## config.mk

```make
export PLATFORM = sky130hd
export DESIGN_NAME = scan_sync_gen
export DESIGN_NICKNAME = d
export VERILOG_FILES = /design/src/rtl/scan_sync_pkg.sv /design/src/rtl/scan_h_timer.sv /design/src/rtl/scan_v_timer.sv /design/src/rtl/scan_sync_gen.sv
export SDC_FILE = /design/constraint.sdc
export NUM_CORES = 1
export LEC_CHECK = 0
export BUFFER_PORTS_ARGS = -buffer_cell sky130_fd_sc_hd__buf_2
export CAP_MARGIN = 20
export CORE_MARGIN = 1
export CORE_UTILIZATION = 55
export CTS_BUF_LIST = sky130_fd_sc_hd__clkbuf_8
export DETAILED_ROUTE_END_ITERATION = 8
export PLACE_DENSITY = 0.81
export SETUP_SLACK_MARGIN = 0.1
export SLEW_MARGIN = 15
export SYNTH_ARGS = -nofsm -noshare
export SYNTH_HDL_FRONTEND = slang
export SYNTH_SLANG_ARGS = --single-unit
```

## constraint.sdc

```tcl
create_clock -name clk -period 3.5 [get_ports clk]
set_clock_uncertainty 0.1 [all_clocks]
set_input_delay 0.175 -clock clk [delete_from_list [all_inputs] [get_ports clk]]
set_output_delay 0.175 -clock clk [all_outputs]
set_load 0.02 [all_outputs]
```

## src/rtl/scan_sync_pkg.sv

```systemverilog
package scan_sync_pkg;

  typedef enum logic {
    VMODE_FREE = 1'b0,
    VMODE_LOCK = 1'b1
  } vmode_e;

  // Line length register is in units of 4 pixels.
  function automatic int px_per_line(input int reg_val);
    return reg_val * 4;
  endfunction

  // Active width register is in units of 16 pixels.
  function automatic int act_px(input int reg_val);
    return reg_val * 16;
  endfunction

  // Free-running field length register is in units of 2 lines.
  function automatic int lines_per_field(input int reg_val);
    return reg_val * 2;
  endfunction

  // Half-open window test: start <= pos < start + len.
  function automatic logic in_window(input int pos, input int start, input int len);
    return (pos >= start) && (pos < start + len);
  endfunction

endpackage

```

## src/rtl/scan_h_timer.sv

```systemverilog
module scan_h_timer #(
  parameter int LL_W      = 10,
  parameter int AW_W      = 7,
  parameter int HSYNC_PIX = 8,
  localparam int PIX_W    = LL_W + 2
) (
  input  logic             clk,
  input  logic             rst_n,
  input  logic [LL_W-1:0]  line_len,
  input  logic [AW_W-1:0]  act_width,
  input  logic [PIX_W-1:0] hblank,
  output logic [PIX_W-1:0] pix,
  output logic             line_end,
  output logic             hsync,
  output logic             hact
);
  import scan_sync_pkg::*;

  int total_px;
  int active_px;

  always_comb begin
    total_px  = px_per_line(int'(line_len));
    active_px = act_px(int'(act_width));
  end

  assign line_end = int'(pix) >= total_px - 1;

  always_ff @(posedge clk) begin
    if (!rst_n)        pix <= '0;
    else if (line_end) pix <= '0;
    else               pix <= pix + 1'b1;
  end

  assign hsync = int'(pix) < HSYNC_PIX;
  assign hact  = in_window(int'(pix), int'(hblank), active_px) && (int'(pix) < total_px);

  AST_PIX_WRAP: assert property (@(posedge clk) disable iff (!rst_n)
    line_end |=> (pix == '0));
  AST_PIX_STEP: assert property (@(posedge clk) disable iff (!rst_n)
    !line_end |=> (pix == $past(pix) + 1'b1));
  AST_HSYNC_LEAD: assert property (@(posedge clk) disable iff (!rst_n)
    (pix == '0) |-> hsync);
  AST_HACT_INSIDE: assert property (@(posedge clk) disable iff (!rst_n)
    hact |-> (pix >= hblank));

endmodule

```

## src/rtl/scan_v_timer.sv

```systemverilog
module scan_v_timer #(
  parameter int FL_W        = 9,
  parameter int VSYNC_LINES = 2,
  localparam int LN_W       = FL_W + 1
) (
  input  logic            clk,
  input  logic            rst_n,
  input  logic            line_end,
  input  logic            locked,
  input  logic            vref,
  input  logic [FL_W-1:0] field_len,
  input  logic [LN_W-1:0] vblank,
  input  logic [LN_W-1:0] act_lines,
  output logic [LN_W-1:0] line,
  output logic            vsync,
  output logic            vact,
  output logic            restart_now,
  output logic            field_end
);
  import scan_sync_pkg::*;

  logic pend;
  int   field_lines;

  always_comb field_lines = lines_per_field(int'(field_len));

  assign restart_now = locked && (pend || vref);
  assign field_end   = !locked && (int'(line) >= field_lines - 1);

  always_ff @(posedge clk) begin
    if (!rst_n) begin
      line <= '0;
      pend <= 1'b0;
    end else if (line_end) begin
      pend <= 1'b0;
      if (restart_now || field_end) line <= '0;
      else if (line != '1)          line <= line + 1'b1;
    end else begin
      pend <= locked && (pend || vref);
    end
  end

  assign vsync = int'(line) < VSYNC_LINES;
  assign vact  = in_window(int'(line), int'(vblank), int'(act_lines))
                 && (locked || (int'(line) < field_lines));

  AST_LOCK_RESTART: assert property (@(posedge clk) disable iff (!rst_n)
    (line_end && restart_now) |=> (line == '0));
  AST_FREE_WRAP: assert property (@(posedge clk) disable iff (!rst_n)
    (line_end && field_end) |=> (line == '0));
  AST_LINE_HOLD: assert property (@(posedge clk) disable iff (!rst_n)
    !line_end |=> $stable(line));
  AST_FREE_NO_PEND: assert property (@(posedge clk) disable iff (!rst_n)
    !locked |=> !pend);
  AST_VACT_INSIDE: assert property (@(posedge clk) disable iff (!rst_n)
    vact |-> (line >= vblank));

endmodule

```

## src/rtl/scan_sync_gen.sv

```systemverilog
module scan_sync_gen #(
  parameter int LL_W        = 10,
  parameter int AW_W        = 7,
  parameter int FL_W        = 9,
  parameter int HSYNC_PIX   = 8,
  parameter int VSYNC_LINES = 2,
  localparam int PIX_W      = LL_W + 2,
  localparam int LN_W       = FL_W + 1
) (
  input  logic             clk,
  input  logic             rst_n,
  input  logic [LL_W-1:0]  line_len,
  input  logic [AW_W-1:0]  act_width,
  input  logic [PIX_W-1:0] hblank,
  input  logic [FL_W-1:0]  field_len,
  input  logic [LN_W-1:0]  vblank,
  input  logic [LN_W-1:0]  act_lines,
  input  logic             lock_mode,
  input  logic             vref,
  output logic [PIX_W-1:0] pix_cnt,
  output logic [LN_W-1:0]  line_cnt,
  output logic             hsync,
  output logic             vsync,
  output logic             h_active,
  output logic             v_active
);
  import scan_sync_pkg::*;

  logic   line_end;
  logic   restart_now;
  logic   field_end;
  vmode_e vmode;

  assign vmode = vmode_e'(lock_mode);

  scan_h_timer #(
    .LL_W(LL_W), .AW_W(AW_W), .HSYNC_PIX(HSYNC_PIX)
  ) u_h (
    .clk(clk), .rst_n(rst_n),
    .line_len(line_len), .act_width(act_width), .hblank(hblank),
    .pix(pix_cnt), .line_end(line_end), .hsync(hsync), .hact(h_active)
  );

  scan_v_timer #(
    .FL_W(FL_W), .VSYNC_LINES(VSYNC_LINES)
  ) u_v (
    .clk(clk), .rst_n(rst_n),
    .line_end(line_end), .locked(vmode == VMODE_LOCK), .vref(vref),
    .field_len(field_len), .vblank(vblank), .act_lines(act_lines),
    .line(line_cnt), .vsync(vsync), .vact(v_active),
    .restart_now(restart_now), .field_end(field_end)
  );

  AST_NO_DOUBLE_CAUSE: assert property (@(posedge clk) disable iff (!rst_n)
    !(restart_now && field_end));
  AST_RESET_SYNC: assert property (@(posedge clk)
    !rst_n |=> (pix_cnt == '0 && line_cnt == '0));

endmodule

```

==> metrics.md <==
| Metric | Value |
|---|---|
| Syn_area_per_cell | about 8.1 um^2 |
| DR iter-0 viols | 91 |
| Core area | between 6000 and 7000 um^2 |
| WP buf/inv | 2 |
| Combinational share of power | between 40% and 50% |
| Initial antenna violation count | 0 |
| Critical R2R Capture | u_h.pix[3]$_SDFF_PP0_ |
| Worst Hold Depth | 3 |
| WL per Instance | around 14 um |
| Cell count after synthesis | roughly 450 |
| Endpoint class of the critical path | output port |
| Port bufs | 87 |
| CTS Hold Bufs | 0 |
| Synth cell types | 50 |
| P_sw | approximately 0.00026 W |
| Worst min path class | in -> reg |
| Setup violations, final | 0 |
| CTS tree | built |
| Yosys warns | 0 |
| Switching power as a share of total power | about a third |
| Remaining DRCs | 0 |
| Critical Path Start Type | primary input |
| Full die area | around 7000 um^2 |
| Antenna cells | 0 |
| Leakage | around 2.3 nW |
| Synth Register Bits | 23 |
| FP Rows | 29 |
| Clk buf depth | 2 |
| Die width | between 80 and 90 um |
| Gp weighted congestion | ~0.85 |
| Worst hold path startpoint | lock_mode |
| Clk pin slew, worst setup/hold paths | 80 ps |
| CP delay by family, top | compound AO/OA/AOI/OAI gates |
| R2R depth | 7 |
| Cell area after layout | about 4300 um^2 |
| Worst R2R Start | u_h.pix[10]$_SDFF_PP0_ |
| Asr flop ratio synth | 0% |
| WL final | 8699 um |
| Dpl cell area | 4199 um^2 |
| Fmax | ~300 MHz |
| Final Hold Fails | 0 |
| PwrDens | 174.0 nW/um^2 |
| Vias | between 3000 and 4000 |
| Hold slack | approximately 85 ps |
| Remaining antenna violation count | 0 |
| Sequential power share | a little over a third |
| H-tree Lvls | 1 |
| Clk_lat worst skew | 270 ps |
| Nets | around 710 |
| R2R Setup Slk | 920 ps |
| Crit-path slowest cell | fa_2 |
| Fraction of layout cells with a size suffix above 1 | about a fifth |
| Cell-internal power | between 0.0004 and 0.0005 W |
| Initial cell density of the core | 57.50% |
| Post-synthesis sequential area ratio | about an eighth |
| I/O Pins | ~90 |
| CTS sink cnt | 23 |
| First-pass GRT wire length | 14850 um |
| Finished Core Util | 67.44% |
| Worst hold endpoint | u_v.pend$_SDFF_PP0_ |
| Post-synth EDFFs | 0 |
| Data arrival, critical path | 3050 ps |
| Final Critical Period | 3323 ps |
| Post-Syn Area | 3672 um^2 |
| Clk pwr share | 22.1% |
| Syn-to-layout area delta | 17.27% |
| Root Driver | clkbuf_8 |
| HPWL Detailed | approximately 7200 um |
| Largest net degree at the start of global routing | 14 |
| Setup_tns | 0 ps |
| Drt via density | about 5.7 |
| Peak supply drop | around 0.00014 V |
| Slew at the pin with the worst max-slew slack | 452.9 ps |
| Max Fanout on Critical Path | 2 |
| Worst setup path category | in -> out |
| Vias in the first global route | between 3000 and 4000 |
| Status | finished, final reports clean |
| Slew headroom | about 69% |
| Critical-path cell list | buf_2 > ha_4 > fa_2 > a21oi_2 > nor2b_2 > o21a_1 > o21a_1 > o21a_1 > or2_4 > ha_4 > o21a_1 > o21ai_1 > a21oi_1 > or2_1 > a221oi_2 > buf_4 |
| Final Non-Filler Cells | roughly 620 |
| CP required | between 3000 and 4000 ps |
| Grt ovf | 0 |
| Most used cell, CP | o21a_1 |
| Synth Flop Type | dfxtp_1 |
| Placed cells | just over 600 |
| Final worst-path cycle share | 94.94% |
| Max-Cap Viols | 0 |
| Pre-Repair DR Iteration Count | 4 |
| Total global-route track usage | approximately 25% |
| Largest stage delay, worst path | 400 ps |
| Num CTS Buffers | 3 |
| Die height | around 84 um |
| Mapped Nets | 613 |
| Max Transition Viols Final | 0 |
| RSZ-0062 raised after global routing | true |
## metrics by stage
| step | power, W | worst slack (ps) |
|---|---|---|
| 4_1_cts | 0.0007368 | 111.4 |
| 5_1_grt | 0.0008010 | 55.67 |
| 2_1_floorplan | 0.0004783 | 125.7 |
| 3_5_place_dp | 0.0005764 | -2.003 |
| 3_3_place_gp | 0.0005600 | 93.76 |
| 6_report | 0.0007495 | 177.0 |
## power groups by stage
stage	clock (W)	combinational, W	sequential [W]
after floorplan	0	0.000199	0.000279
after global placement	0	0.000283	0.000277
after detailed placement	0	0.000299	0.000277
after CTS	0.000163	0.000303	0.000271
after global routing	0.000174	0.000356	0.000272
final	0.000166	0.000313	0.000271
## cells in the mapped netlist, drive strengths merged, types with 2 or more instances
cell type | n | area [um^2]
dfxtp | 23 | 460.4
or2 | 5 | 31.28
and3 | 9 | 57.56
a21oi | 30 | 150.1
o21ai | 26 | 133.9
a31oi | 2 | 12.51
o31ai | 2 | 15.01
xnor2 | 25 | 219.0
o2111ai | 5 | 43.79
a211oi | 4 | 30.03
fa | 2 | 40.04
o21a | 11 | 82.58
or3 | 5 | 31.28
nor2 | 30 | 112.6
a2111oi | 3 | 32.53
nand4 | 5 | 31.28
a21boi | 2 | 15.02
ha | 98 | 1226
a21o | 12 | 90.09
nor4 | 9 | 68.81
xor2 | 16 | 140.1
o211ai | 4 | 43.79
nor3 | 12 | 65.06
nand2 | 23 | 86.33
nand3 | 10 | 50.05
nand2b | 6 | 37.54
inv | 52 | 195.2
nor2b | 7 | 43.79
## worst reg2reg max path: stages (launching register included)
cell and delay [ps]:
dfxtp_1 570, ha_1 340, and4_4 200, a221o_1 360
a311o_4 440, inv_1 90, nand2_1 240, nor2_1 190
## cell type report
type	count	area [um^2]
Inverter	52	195.2
Fill cell	529	2079
Timing Repair Buffer	88	445.4
Clock inverter	1	5.005
Multi-Input combinational cell	375	3063
Tap cell	77	96.34
Sequential cell	23	460.4
Clock buffer	3	41.29
## per-layer routing
metal	part of all wire [%]	track usage (%)
met1	47	31.37
met2	48	44.79
met3	3.1	1.879
met4	2.5	8.320
met5	0	0
## how the worst max path moves through the flow
stage	cells after the start	endpoint	start	slack, ps
2_1_floorplan	14	h_active	act_width[0]	130
3_3_place_gp	16	h_active	act_width[0]	90
3_5_place_dp	16	h_active	act_width[0]	-2
4_1_cts	15	h_active	act_width[0]	110
5_1_grt	15	h_active	act_width[1]	60
6_report	16	h_active	hblank[4]	180
## registers in the layout (all words and copies together), names as in the netlist
name      count
u_v.pend      1
u_v.line     10
u_h.pix      12
## timing repair
action	in CTS	in global routing
gates cloned	0	0
gates resized for setup	3	11
endpoints found under the setup margin	1	2
buffers inserted	0	1
pin swaps	1	6
## cells in the final DEF (no fill, tap or decap), drive strengths merged, types with 16 or more instances in the layout
cell and instances:
a21oi 30, nand2 23, ha 98, dfxtp 23
xor2 16, xnor2 25, o21ai 26, nor2 30
buf 88, inv 52
## logic make-up after synthesis
kind of cell,after synthesis,synth area share [%]
adder cells (fa/ha/maj),100,34.48
AO/OA/AOI/OAI,110,20.31
AND/OR/NAND/NOR,124,17.44
flip-flops,23,12.54
buffers and inverters,53,5.451
XOR/XNOR,41,9.778
(Power assumes the default switching activity.)
